`config.mk`:
```
export PLATFORM = sky130hd
export DESIGN_NAME = pcm_dma
export DESIGN_NICKNAME = d
export VERILOG_FILES = /design/src/rtl/pcm_dma_pkg.sv /design/src/rtl/pcm_dma_regdec.sv /design/src/rtl/pcm_dma_pacer.sv /design/src/rtl/pcm_dma_fetch.sv /design/src/rtl/pcm_dma.sv
export SDC_FILE = /design/constraint.sdc
export NUM_CORES = 1
export LEC_CHECK = 0
export BUFFER_PORTS_ARGS = -buffer_cell sky130_fd_sc_hd__clkbuf_2
export CELL_PAD_IN_SITES_DETAIL_PLACEMENT = 0
export CELL_PAD_IN_SITES_GLOBAL_PLACEMENT = 1
export CORE_ASPECT_RATIO = 0.9
export CORE_MARGIN = 1
export CORE_UTILIZATION = 42
export CTS_CLUSTER_DIAMETER = 120
export DETAILED_ROUTE_END_ITERATION = 16
export PLACE_DENSITY_LB_ADDON = 0.1
export SLEW_MARGIN = 20
export SYNTH_ARGS = -nofsm -noshare
export SYNTH_HDL_FRONTEND = slang
export SYNTH_SLANG_ARGS = --single-unit
```
`constraint.sdc`:
```
create_clock -name clk -period 2.2 [get_ports clk]
set_input_delay 0.11 -clock clk [delete_from_list [all_inputs] [get_ports clk]]
set_output_delay 0.11 -clock clk [all_outputs]
set_load 0.005 [all_outputs]
```
`src/rtl/pcm_dma_pkg.sv`:
```
package pcm_dma_pkg;

  typedef enum logic [1:0] {
    SEL_ADDR = 2'd0,
    SEL_LEN  = 2'd1,
    SEL_CTRL = 2'd2,
    SEL_NONE = 2'd3
  } reg_sel_e;

  localparam int NUM_LOADS   = 3;
  localparam int CTRL_EN_BIT = 4;

  typedef enum logic [1:0] {
    FS_IDLE = 2'd0,
    FS_REQ  = 2'd1,
    FS_WAIT = 2'd2
  } fetch_st_e;

endpackage

```
`src/rtl/pcm_dma_regdec.sv`:
```
module pcm_dma_regdec
  import pcm_dma_pkg::*;
(
  input  logic                 wr_en,
  input  logic [1:0]           wr_sel,
  output logic [NUM_LOADS-1:0] ld
);

  // one load strobe per writable register, indexed by select code
  for (genvar g = 0; g < NUM_LOADS; g++) begin : g_ld
    assign ld[g] = wr_en && (wr_sel == 2'(g));
  end

endmodule

```
`src/rtl/pcm_dma_pacer.sv`:
```
module pcm_dma_pacer
  import pcm_dma_pkg::*;
#(
  parameter int PERIOD    = 246,
  parameter int DATA_W    = 8,
  parameter int LEN_SHIFT = 4,
  parameter int CNT_W     = 8,
  parameter int REM_W     = 13
) (
  input  logic              clk,
  input  logic              rst_n,
  input  logic              ld_len,
  input  logic              ld_ctrl,
  input  logic [DATA_W-1:0] wdata,
  output logic              fetch_go,
  output logic              irq
);

  logic             en_q, en_d;
  logic             irq_q, irq_d;
  logic [CNT_W-1:0] cnt_q, cnt_d;
  logic [REM_W-1:0] rem_q, rem_d;
  logic [REM_W-1:0] len_val;
  logic             slot;
  logic             rem_left;

  assign len_val  = {1'b0, wdata, {LEN_SHIFT{1'b0}}} + 1'b1;
  assign slot     = en_q && !ld_ctrl && (cnt_q == CNT_W'(1));
  assign rem_left = !rem_q[REM_W-1] && (rem_q != '0);

  always_comb begin
    en_d     = en_q;
    irq_d    = irq_q;
    cnt_d    = cnt_q;
    rem_d    = rem_q;
    fetch_go = 1'b0;
    if (ld_ctrl) begin
      en_d  = wdata[CTRL_EN_BIT];
      irq_d = 1'b0;
      if (wdata[CTRL_EN_BIT]) cnt_d = CNT_W'(PERIOD);
    end else if (en_q) begin
      if (slot) begin
        cnt_d = CNT_W'(PERIOD);
        if (rem_left) begin
          rem_d    = rem_q - 1'b1;
          fetch_go = 1'b1;
        end else begin
          rem_d = '1;
          irq_d = 1'b1;
          en_d  = 1'b0;
        end
      end else begin
        cnt_d = cnt_q - 1'b1;
      end
    end
    if (ld_len) rem_d = len_val;
  end

  always_ff @(posedge clk or negedge rst_n) begin
    if (!rst_n) begin
      en_q  <= 1'b0;
      irq_q <= 1'b0;
      cnt_q <= CNT_W'(PERIOD);
      rem_q <= '0;
    end else begin
      en_q  <= en_d;
      irq_q <= irq_d;
      cnt_q <= cnt_d;
      rem_q <= rem_d;
    end
  end

  assign irq = irq_q;

endmodule

```
`src/rtl/pcm_dma_fetch.sv`:
```
module pcm_dma_fetch
  import pcm_dma_pkg::*;
#(
  parameter int ADDR_W     = 15,
  parameter int DATA_W     = 8,
  parameter int ADDR_SHIFT = 6,
  parameter int DAC_W      = 7
) (
  input  logic              clk,
  input  logic              rst_n,
  input  logic              fetch_go,
  input  logic              ld_addr,
  input  logic [DATA_W-1:0] wdata,
  output logic              mem_req_valid,
  input  logic              mem_req_ready,
  output logic [ADDR_W-1:0] mem_req_addr,
  input  logic              mem_rsp_valid,
  input  logic [DATA_W-1:0] mem_rsp_data,
  output logic [DAC_W-1:0]  dac_level
);

  fetch_st_e         st_q, st_d;
  logic [ADDR_W-1:0] addr_q, addr_d;
  logic [ADDR_W-1:0] req_addr_q, req_addr_d;
  logic [DAC_W-1:0]  dac_q, dac_d;
  logic              dac_en;
  logic              rsp_lsb_unused;

  assign rsp_lsb_unused = mem_rsp_data[0];

  always_comb begin
    st_d       = st_q;
    addr_d     = addr_q;
    req_addr_d = req_addr_q;
    dac_d      = dac_q;
    dac_en     = 1'b0;
    unique case (st_q)
      FS_IDLE: if (fetch_go) begin
        st_d       = FS_REQ;
        req_addr_d = addr_q;
        addr_d     = addr_q + 1'b1;
      end
      FS_REQ:  if (mem_req_ready) st_d = FS_WAIT;
      FS_WAIT: if (mem_rsp_valid) begin
        st_d   = FS_IDLE;
        dac_en = 1'b1;
        dac_d  = mem_rsp_data[DATA_W-1:1];
      end
      default: st_d = FS_IDLE;
    endcase
    if (ld_addr) addr_d = ADDR_W'({wdata, {ADDR_SHIFT{1'b0}}});
  end

  always_ff @(posedge clk or negedge rst_n) begin
    if (!rst_n) begin
      st_q       <= FS_IDLE;
      addr_q     <= '0;
      req_addr_q <= '0;
    end else begin
      st_q       <= st_d;
      addr_q     <= addr_d;
      req_addr_q <= req_addr_d;
    end
  end

  always_ff @(posedge clk or negedge rst_n) begin
    if (!rst_n)      dac_q <= '0;
    else if (dac_en) dac_q <= dac_d;
  end

  assign mem_req_valid = (st_q == FS_REQ);
  assign mem_req_addr  = req_addr_q;
  assign dac_level     = dac_q;

endmodule

```
`src/rtl/pcm_dma.sv`:
```
module pcm_dma
  import pcm_dma_pkg::*;
#(
  parameter int ADDR_W     = 15,
  parameter int DATA_W     = 8,
  parameter int PERIOD     = 246,
  parameter int ADDR_SHIFT = 6,
  parameter int LEN_SHIFT  = 4
) (
  input  logic              clk,
  input  logic              rst_n,
  input  logic              wr_en,
  input  logic [1:0]        wr_sel,
  input  logic [DATA_W-1:0] wr_data,
  input  logic [DATA_W-2:0] ext_status,
  output logic [DATA_W-1:0] status_out,
  output logic              mem_req_valid,
  input  logic              mem_req_ready,
  output logic [ADDR_W-1:0] mem_req_addr,
  input  logic              mem_rsp_valid,
  input  logic [DATA_W-1:0] mem_rsp_data,
  output logic [DATA_W-2:0] dac_level,
  output logic              irq
);

  localparam int CNT_W = $clog2(PERIOD + 1);
  localparam int REM_W = DATA_W + LEN_SHIFT + 1;
  localparam int DAC_W = DATA_W - 1;

  // reset asserts at once, releases on the second clock edge
  logic [1:0]           rst_sync_q;
  logic                 core_rst_n;
  logic [NUM_LOADS-1:0] ld;
  logic                 fetch_go;

  always_ff @(posedge clk or negedge rst_n) begin
    if (!rst_n) rst_sync_q <= 2'b00;
    else        rst_sync_q <= {rst_sync_q[0], 1'b1};
  end
  assign core_rst_n = rst_sync_q[1];

  pcm_dma_regdec u_regdec (
    .wr_en  (wr_en),
    .wr_sel (wr_sel),
    .ld     (ld)
  );

  pcm_dma_pacer #(
    .PERIOD    (PERIOD),
    .DATA_W    (DATA_W),
    .LEN_SHIFT (LEN_SHIFT),
    .CNT_W     (CNT_W),
    .REM_W     (REM_W)
  ) u_pacer (
    .clk      (clk),
    .rst_n    (core_rst_n),
    .ld_len   (ld[SEL_LEN]),
    .ld_ctrl  (ld[SEL_CTRL]),
    .wdata    (wr_data),
    .fetch_go (fetch_go),
    .irq      (irq)
  );

  pcm_dma_fetch #(
    .ADDR_W     (ADDR_W),
    .DATA_W     (DATA_W),
    .ADDR_SHIFT (ADDR_SHIFT),
    .DAC_W      (DAC_W)
  ) u_fetch (
    .clk           (clk),
    .rst_n         (core_rst_n),
    .fetch_go      (fetch_go),
    .ld_addr       (ld[SEL_ADDR]),
    .wdata         (wr_data),
    .mem_req_valid (mem_req_valid),
    .mem_req_ready (mem_req_ready),
    .mem_req_addr  (mem_req_addr),
    .mem_rsp_valid (mem_rsp_valid),
    .mem_rsp_data  (mem_rsp_data),
    .dac_level     (dac_level)
  );

  assign status_out = {irq, ext_status};

endmodule

```
== Word-level counts from Yosys, hierarchy flattened ==
Cells that the tools add are included.

* Bits in registers: 64

* Add/sub/neg operators: 4
* Reductions and logical operators: 24
* Equality and inequality tests: 11
* Muxes and demuxes: 29

{| class="wikitable"
|+ Operator list
! cell !! count
|-
| $mux W13 || 5
|-
| $mux W15 || 3
|-
| $mux W8 || 4
|-
| $add A15 B1 Y15 const B || 1
|-
| $add A12 B1 Y13 const B || 1
|-
| $mux W1 || 13
|-
| $reduce_bool A13 Y1 || 1
|-
| $sub A13 B1 Y13 const B || 1
|-
| $reduce_and A3 Y1 || 4
|-
| $reduce_bool A2 Y1 || 6
|-
| $eq A8 B1 Y1 const B || 1
|-
| $sub A8 B1 Y8 const B || 1
|-
| $logic_and A1 B1 Y1 || 6
|-
| $mux W2 || 3
|-
| $ne A2 B1 Y1 const B || 3
|-
| $ne A2 B2 Y1 const B || 3
|-
| $pmux W2 S3 || 1
|-
| $reduce_and A2 Y1 || 3
|-
| $eq A2 B1 Y1 const B || 2
|-
| $eq A2 B2 Y1 const B || 2
|-
| $logic_not A2 Y1 || 2
|-
| $logic_not A1 Y1 || 2
|}

== Logic depth before layout (Yosys ltp) ==
Gate-level depths: netlist of the first run.

* Word-level depth: 11
* Mapped depth: 10
* Gate-level depth less buffers: 7

== Modules after synthesis ==
A second synthesis of the first run with hierarchy kept.

* Cells, all modules: 347
* Area, all modules: 3358.2 um^2

{| class="wikitable"
|+ By module, submodules not included
! module !! times used !! sequential area each (um^2) !! cells an instance !! area each (um^2)
|-
| pcm_dma_fetch || 1 || 975.9 || 172 || 1755.4
|-
| pcm_dma_pacer || 1 || 583.1 || 161 || 1458.9
|-
| pcm_dma || 1 || 50.0 || 11 || 113.9
|-
| pcm_dma_regdec || 1 || 0.0 || 3 || 30.0
|}

== Least setup slack after synthesis of the first run ==
OpenSTA, ideal clock, no wires.

* Kind: flip-flop to flip-flop
* From: register u_pacer.rem_q[0]
* To: register u_fetch.req_addr_q[4], in the netlist u_fetch.mem_req_addr[4]
* Path buffers: 3
* Arrival time: 2.403 ns
* Stages on the path, launching flop included: 10
* Data required time: 2.075 ns
* Setup time: 0.125 ns
* Setup slack: -0.328 ns
* Path through: dfrtp_1 -> inv_1 -> ha_1 -> or4b_2 -> clkbuf_1 -> o31a_1 -> buf_2 -> nand3_2 -> buf_2 -> mux2_2

* Word-level cells in the longest chain between the ends: 7

{| class="wikitable"
|+ Ends and longest elaborated chain
! element !! RTL line !! source
|-
| from (decl) || pcm_dma_pacer.sv:22 || <nowiki>logic [REM_W-1:0] rem_q, rem_d;</nowiki>
|-
| from (signal assigned) || pcm_dma_pacer.sv:69 || <nowiki>rem_q <= rem_d;</nowiki>
|-
| $reduce_bool A13 Y1 || pcm_dma_pacer.sv:29 || <nowiki>assign rem_left = !rem_q[REM_W-1] && (rem_q != '0);</nowiki>
|-
| $logic_and A1 B1 Y1 || pcm_dma_pacer.sv:29 ||
|-
| $mux W1 || pcm_dma_pacer.sv:44 || <nowiki>if (rem_left) begin</nowiki>
|-
| $mux W1 || pcm_dma_pacer.sv:42 || <nowiki>if (slot) begin</nowiki>
|-
| $mux W1 || pcm_dma_pacer.sv:41 || <nowiki>end else if (en_q) begin</nowiki>
|-
| $mux W1 || pcm_dma_pacer.sv:37 || <nowiki>if (ld_ctrl) begin</nowiki>
|-
| $reduce_and A2 Y1 (no line) || -- ||
|-
| to (signal assigned) || pcm_dma_fetch.sv:62 || <nowiki>req_addr_q <= req_addr_d;</nowiki>
|-
| to (decl) || pcm_dma_fetch.sv:24 || <nowiki>logic [ADDR_W-1:0] req_addr_q, req_addr_d;</nowiki>
|}

No other way between the ends.
A chain may end at the register's enable or synchronous reset.

== Worst setup path in the final report of the first run ==
* From: register u_pacer.rem_q[1]
* To: register u_fetch.addr_q[3]

* Word-level cells in the longest chain between the ends: 8

{| class="wikitable"
|+ Ends and longest elaborated chain
! element !! RTL line !! source
|-
| $reduce_bool A13 Y1 || pcm_dma_pacer.sv:29 ||
|-
| $logic_and A1 B1 Y1 || pcm_dma_pacer.sv:29 ||
|-
| $mux W1 || pcm_dma_pacer.sv:44 ||
|-
| $mux W1 || pcm_dma_pacer.sv:42 ||
|-
| $mux W1 || pcm_dma_pacer.sv:41 ||
|-
| $mux W1 || pcm_dma_pacer.sv:37 ||
|-
| $reduce_bool A2 Y1 (no line) || -- ||
|-
| $reduce_and A2 Y1 (no line) || -- ||
|-
| to (signal assigned) || pcm_dma_fetch.sv:61 || <nowiki>addr_q <= addr_d;</nowiki>
|-
| to (decl) || pcm_dma_fetch.sv:23 || <nowiki>logic [ADDR_W-1:0] addr_q, addr_d;</nowiki>
|}

No other way between the ends.

==> flow_summary.yaml, run 1 <==
status:
  outcome: "finished with violations"
  violations: "negative setup slack"
routing:
  wl_per_cell_um: 15.97
  via_count: 2760
  postRouteAntennaNets: 0
  viasPerCell: 5.465
  firstDrtPassIters: 4
  drt_iter0_drc: 125
  routed_wl_mm: 8.064
  drcViolationCount: 0
timing:
  finalHoldViolCount: 0
  timing.final.crit_share_pct: 100.0
  setup_ws_ns: -0.00002132
  fin_skew_ns: 0.009309
  period_needed_ns: 2.200
  clock.fmax_mhz: 454.5
  rsz0062_at_grt: "yes"
  finalSetupTns_ns: -0.00002132
  finalSetupViolCount: 1
  slew_headroom_pct: 49.57
  tightest_slew_ns: 0.7549
  drv_slew: 0
global_routing:
  grt-ovfl-total: 0
  antenna_found_initial: 0
  grt_max_degree: 28
  grt_util_all_layers_pct: 20.81
  grt_pass1_vias: 2572
  grt_pass1_wl_mm: 12.73
die:
  dieArea_um2: 8074
  start_util_pct: 43.18
  ios: 62
  row_count: 30
  fp.dieH_um: 85.35
  die_w_um: 94.61
  core_um2: 7507
critical_path:
  cp-start-kind: "register"
  r2r_cells: 8
  crit_path_max_fanout: 5
  slowest_stage: "or4b_4"
  max_stage_delay_ns: 0.49
  worstPathCellList: "inv_1 -> ha_2 -> or4b_4 -> o31a_1 -> nand4_1 -> buf_4 -> xor2_1 -> nor2_1"
  required_ns: 2.40
  end_kind: "register"
  crit_arrival_ns: 2.40
  path_class: "register to register"
final_layout:
  drive_gt1_share_pct: 34.23
  diodes: 0
  num-fill-cells: 691
  final_common_cell: "dfrtp_1"
  syn_to_final_growth_pct: 28.95
  seq_area_um2: 1610
  multiInputGateArea_um2: 1558
  nets: 438
  final_cell_mix: "dfrtp_1 (57), clkbuf_2 (46), nor2_1 (32)"
clock_network:
  cts_buffer_depth: 2
  htreeDepth: 3
  clk_latency_ns: 0.34
  cts_tree: "built"
  path_clk_slew_ns: 0.07
  root_buffer: "clkbuf_8"
  numClockSinks: 64
  cts_buffers: 9
logic_synthesis:
  yosysWarnings: 0
  synth.distinct_cells: 50
  synthArstFlopShare_pct: 100.0
  syn_avg_cell_area_um2: 10.04
  synth-edff-count: 0
  ys_top_cells_by_area: "dfrtp_1 (45%), mux2_2 (7.6%), dfstp_2 (4.9%)"
  postSynthCellCount: 323
  yosys.area.top_type: "dfrtp_1"
  synth.top_cell.area_share_pct: 44.77
  ys_seq_area_share_pct: 49.63
  netlist_area_um2: 3242
  syn_nets: 357
  yosys_most_used_dff: "dfrtp_1"
  synth_seq_cells: 64
placed_design:
  portBuffers: 46
  gp_congestion: 0.8074
  dp_hpwl_mm: 5.530
power:
  peakVddDrop_uv: 458.9
  cellLeakagePower_nw: 1.993
  finalPower_w: 0.003115
  p_per_area_nw_per_um2: 745.1
run:
  drv_cap: 0
hold_path:
  holdPathStages: 2
  hp-class: "input port to register"
-- layout make-up --
| class | instances | area share (%) |
|---|---|---|
| timing repair buffer | 93 | 15.71 |
| sequential | 64 | 38.52 |
| clock inverter | 4 | 1.137 |
| clock buffer | 12 | 3.233 |
| inverter | 14 | 1.257 |
| multi-input combinational | 222 | 37.26 |
| tap | 96 | 2.873 |
-- where the power goes --
group	internal, W	switching (W)	total, W	leakage (nW)
Clock	0.000521	0.000463	0.000985	0.0904
Sequential	0.00138	0.000162	0.00154	0.815
Combinational	0.000305	0.000283	0.000588	1.09
Total	0.00221	0.000908	0.00311	1.99
-- metrics by stage --
stage | area, um2 | worst slack, ns | cells | hold WS, ns | utilization, %
2_1_floorplan | 3289 | -0.08076 | 323 | -0.1856 | -
3_3_place_gp | 3735 | -0.07424 | 473 | -0.1038 | 49.75
3_5_place_dp | 3735 | -0.1486 | 473 | -0.1018 | 49.75
4_1_cts | 4055 | -0.003838 | 502 | 0.0003187 | 54.02
5_1_grt | 4180 | -0.1083 | 505 | 0.01319 | 55.68
6_report | 4180 | -0.00002132 | 505 | 0.01051 | 55.68
-- path summary, 6_finish.rpt --
check / endpoint / start / slack (ns)
setup / recovery: u_fetch.addr_q[3]$_DFFE_PN0P_ / u_pacer.rem_q[1]$_DFFE_PN0P_ / -0.00002
hold / removal: u_pacer.rem_q[10]$_DFFE_PN0P_ / wr_data[6] / 0.01
setup reg to reg: u_fetch.addr_q[3]$_DFFE_PN0P_ / u_pacer.rem_q[1]$_DFFE_PN0P_ / -0.00002
hold reg to reg: u_fetch.dac_level[6]$_DFFE_PN0P_ / rst_sync_q[1]$_DFF_PN0_ / 0.29
max in group asynchronous: u_fetch.addr_q[12]$_DFFE_PN0P_ / rst_sync_q[1]$_DFF_PN0_ / 1.16
min in group asynchronous: rst_sync_q[1]$_DFF_PN0_ / rst_n / 0.07
-- cell families (layout without fill, tap and decap cells) --
kind of cell / count (synthesis) / count (layout) / synth area share, %
and+or+nand+nor: 113 / 113 / 18.83
DFF: 64 / 64 / 49.63
AOI/OAI and AO/OA: 76 / 76 / 15.05
buffers and inverters: 37 / 123 / 5.480
adders and majority gates: 4 / 4 / 1.544
muxes: 24 / 24 / 8.259
other: 1 / 1 / 0.1157
xor gates and xnor gates: 4 / 4 / 1.081
-- Yosys cell counts, types with 2 or more instances --
cell and number:
a311oi_1 6, a21o_1 5, mux2_2 22, ha_1 4
nor4_1 4, and3_1 4, nand2b_1 4, nor3_1 7
nor3b_1 2, buf_2 4, o31ai_1 13, or3_1 6
inv_1 14, nand4_1 5, dfrtp_1 58, nand2_1 22
buf_4 9, or4_1 10, dfstp_2 6, nand3_1 5
nor2_1 32, mux2i_1 2, a21oi_1 13, xor2_1 3
nand3b_1 2, o21ai_0 23, clkbuf_1 9, a31oi_1 7
-- state kept, by name, summed over array words and instances (netlist names) --
name and count:
u_fetch.addr_q 15, u_fetch.mem_req_addr 15, u_pacer.rem_q 13, u_pacer.cnt_q 8, u_fetch.dac_level 7, rst_sync_q 2
u_fetch.st_q 2, u_pacer.en_q 1, u_pacer.irq 1
-- routing by layer --
metal / GRT usage (%) / share of wire (%) / wire, um / up-vias
li1: - / - / - / 1333
met1: 27.72 / 48 / 3862 / 1352
met2: 32.44 / 46 / 3709 / 71
met3: 6.900 / 5.5 / 441 / 4
met4: 5.510 / 0.63 / 51 / 0
met5: 0 / 0 / 0 / -
-- worst max-delay path, delay by kind of cell (launching register included) --
kind	cells	cell delay [ns]
simple gates	3	0.78
flops	1	0.38
compound gates	1	0.33
buf+inv	2	0.24
fa+ha+maj	1	0.17
xor+xnor	1	0.15
-- timing repair --
action	CTS	global route
endpoints found under the hold margin	13	0
hold buffers	13	0
resized for setup	2	24
setup endpoints to repair	7	29
pin swaps	2	4
setup buffers	0	2
cloned	0	1
(Power assumes the default switching activity.)
==> run 2: changes to the inputs <==
--- a/config.mk
+++ b/config.mk
@@ -10,7 +10,7 @@
 export CELL_PAD_IN_SITES_GLOBAL_PLACEMENT = 1
 export CORE_ASPECT_RATIO = 0.9
 export CORE_MARGIN = 1
-export CORE_UTILIZATION = 42
+export CORE_UTILIZATION = 46
 export CTS_CLUSTER_DIAMETER = 120
 export DETAILED_ROUTE_END_ITERATION = 16
 export PLACE_DENSITY_LB_ADDON = 0.1
==> constraint.sdc (replaced) <==
create_clock -name clk -period 2.6 [get_ports clk]
set_input_delay 0.13 -clock clk [delete_from_list [all_inputs] [get_ports clk]]
set_output_delay 0.13 -clock clk [all_outputs]
set_load 0.005 [all_outputs]
==> flow_summary.yaml, run 2 (synthesis results as in run 1) <==
final_layout:
  final_common_cell: "dfrtp_1"
  diodes: 0
  nets: 410
  final_cell_mix: "dfrtp_1 (57), clkbuf_2 (46), nor2_1 (32)"
  drive_gt1_share_pct: 29.13
  syn_to_final_growth_pct: 17.95
  num-fill-cells: 603
power:
  p_per_area_nw_per_um2: 644.0
  cellLeakagePower_nw: 1.789
  p_int_w: 0.001702
  peakVddDrop_uv: 528.8
  combPwrFrac_pct: 15.4
  p_seq_share_pct: 53.6
  power.switching_w: 0.0007607
  swShare_pct: 30.89
  clockPowerShare_pct: 31.0
timing:
  finalSetupViolCount: 0
  slew_headroom_pct: 46.77
  timing.final.crit_share_pct: 93.12
  fin_skew_ns: 0.009452
  tightest_slew_ns: 0.7985
  rsz0062_at_grt: "no"
  finalSetupTns_ns: 0
  drv_slew: 0
  finalHoldViolCount: 0
  period_needed_ns: 2.421
  setup_ws_ns: 0.1789
  clock.fmax_mhz: 413.0
global_routing:
  grt_util_all_layers_pct: 21.53
  grt-ovfl-total: 0
  grt_pass1_wl_mm: 12.23
  grt_pass1_vias: 2541
  grt_max_degree: 51
  antenna_found_initial: 0
die:
  row_count: 28
  ios: 62
  dieArea_um2: 7388
  fp.dieH_um: 81.64
  die_w_um: 90.49
  core_um2: 6691
  start_util_pct: 48.45
critical_path:
  end_kind: "register"
  required_ns: 2.83
  crit_path_max_fanout: 23
  path_class: "register to register"
  cp-start-kind: "register"
  crit_arrival_ns: 2.65
clock_network:
  cts_buffer_depth: 2
  cts_buffers: 9
  cts_tree: "built"
  clk_latency_ns: 0.35
  path_clk_slew_ns: 0.07
  htreeDepth: 3
  numClockSinks: 64
  root_buffer: "clkbuf_8"
routing:
  drcViolationCount: 0
  postRouteAntennaNets: 0
  drt-met1-wl_mm: 3.587
  firstDrtPassIters: 4
  wl_per_cell_um: 15.24
  viasPerCell: 5.454
  wl_met3_um: 347
  wl_met2_mm: 3.152
  top_layer: "met4"
  routed_wl_mm: 7.177
  via_count: 2569
  drt_iter0_drc: 139
placed_design:
  gp_congestion: 0.7530
  dp_hpwl_mm: 4.969
  place_ws_ns: 0.1597
  portBuffers: 46
hold_path:
  hp-class: "input port to register"
run:
  drv_cap: 0
status:
  outcome: "complete, no violations"
[run 2: changes by cell type in the layout (fill, tap and decap cells not counted), moves of 3 or more]
cell | before | now
or4_1 | 6 | 9
mux2_2 | 8 | 22
dlygate4sd3_1 | 13 | 8
buf_6 | 3 | 0
or4_4 | 4 | 1
clkbuf_1 | 3 | 0
buf_4 | 29 | 9
mux2_4 | 14 | 0
[run 2: through the flow]
stage	utilization, %	area, um2	cells	hold WS (ns)	total power [W]
after floorplan	-	3242	323	-0.1656	0.001563
after global placement	53.33	3568	447	-0.08346	0.001692
after detailed placement	53.33	3568	447	-0.08313	0.001709
after CTS	57.09	3820	471	0.00004768	0.002497
after global routing	57.14	3824	471	0.002830	0.002616
final	57.14	3824	471	0.01137	0.002462
[run 2: power by group through the flow]
stage	clock [W]	sequential, W	combinational [W]
6_report	0.000764	0.00132	0.000379
5_1_grt	0.000830	0.00135	0.000440
4_1_cts	0.000794	0.00132	0.000384
3_5_place_dp	0	0.00134	0.000373
3_3_place_gp	0	0.00133	0.000363
2_1_floorplan	0	0.00131	0.000251
[run 2: critical path, cell delays in order (launching register included)]
cell and delay (ns):
dfrtp_1 0.41, inv_1 0.06, ha_1 0.19, or4b_2 0.68, o31a_1 0.33, nand3_2 0.11, buf_12 0.17, mux2_2 0.34
[run 2: cell type report]
class	instances	area, um2	share of cell area (%)
tap	90	112.6	2.945
multi-input combinational	222	1459	38.15
timing repair buffer	65	417.9	10.93
inverter	14	52.55	1.374
sequential	64	1610	42.11
clock inverter	7	47.55	1.243
clock buffer	9	123.9	3.240
[run 2: timing repair]
action | in CTS | in global routing
endpoints found under the hold margin | 9 | 0
gates resized for setup | 0 | 1
setup endpoints to repair | 0 | 1
setup buffers | 0 | 0
hold buffers | 8 | 0
[run 2: worst paths after layout]
kind	start	endpoint	slack (ns)	cells past startpoint
hold / removal	wr_data[7]	u_pacer.rem_q[11]$_DFFE_PN0P_	0.01	3
min in group asynchronous	rst_n	rst_sync_q[1]$_DFF_PN0_	0.08	2
setup / recovery	u_pacer.rem_q[1]$_DFFE_PN0P_	u_fetch.mem_req_addr[10]$_DFFE_PN0P_	0.18	7
max in group asynchronous	rst_sync_q[1]$_DFF_PN0_	u_pacer.cnt_q[5]$_DFFE_PN1P_	1.83	1
setup reg to reg	u_pacer.rem_q[1]$_DFFE_PN0P_	u_fetch.mem_req_addr[10]$_DFFE_PN0P_	0.18	7
hold reg to reg	rst_sync_q[1]$_DFF_PN0_	u_pacer.cnt_q[0]$_DFFE_PN0P_	0.16	0
[run 2: metal layers]
metal | global-route usage, % | vias to the layer above
li1 | - | 1277
met1 | 28.34 | 1220
met2 | 33.79 | 60
met3 | 6.019 | 12
met4 | 8.871 | 0
met5 | 0 | -
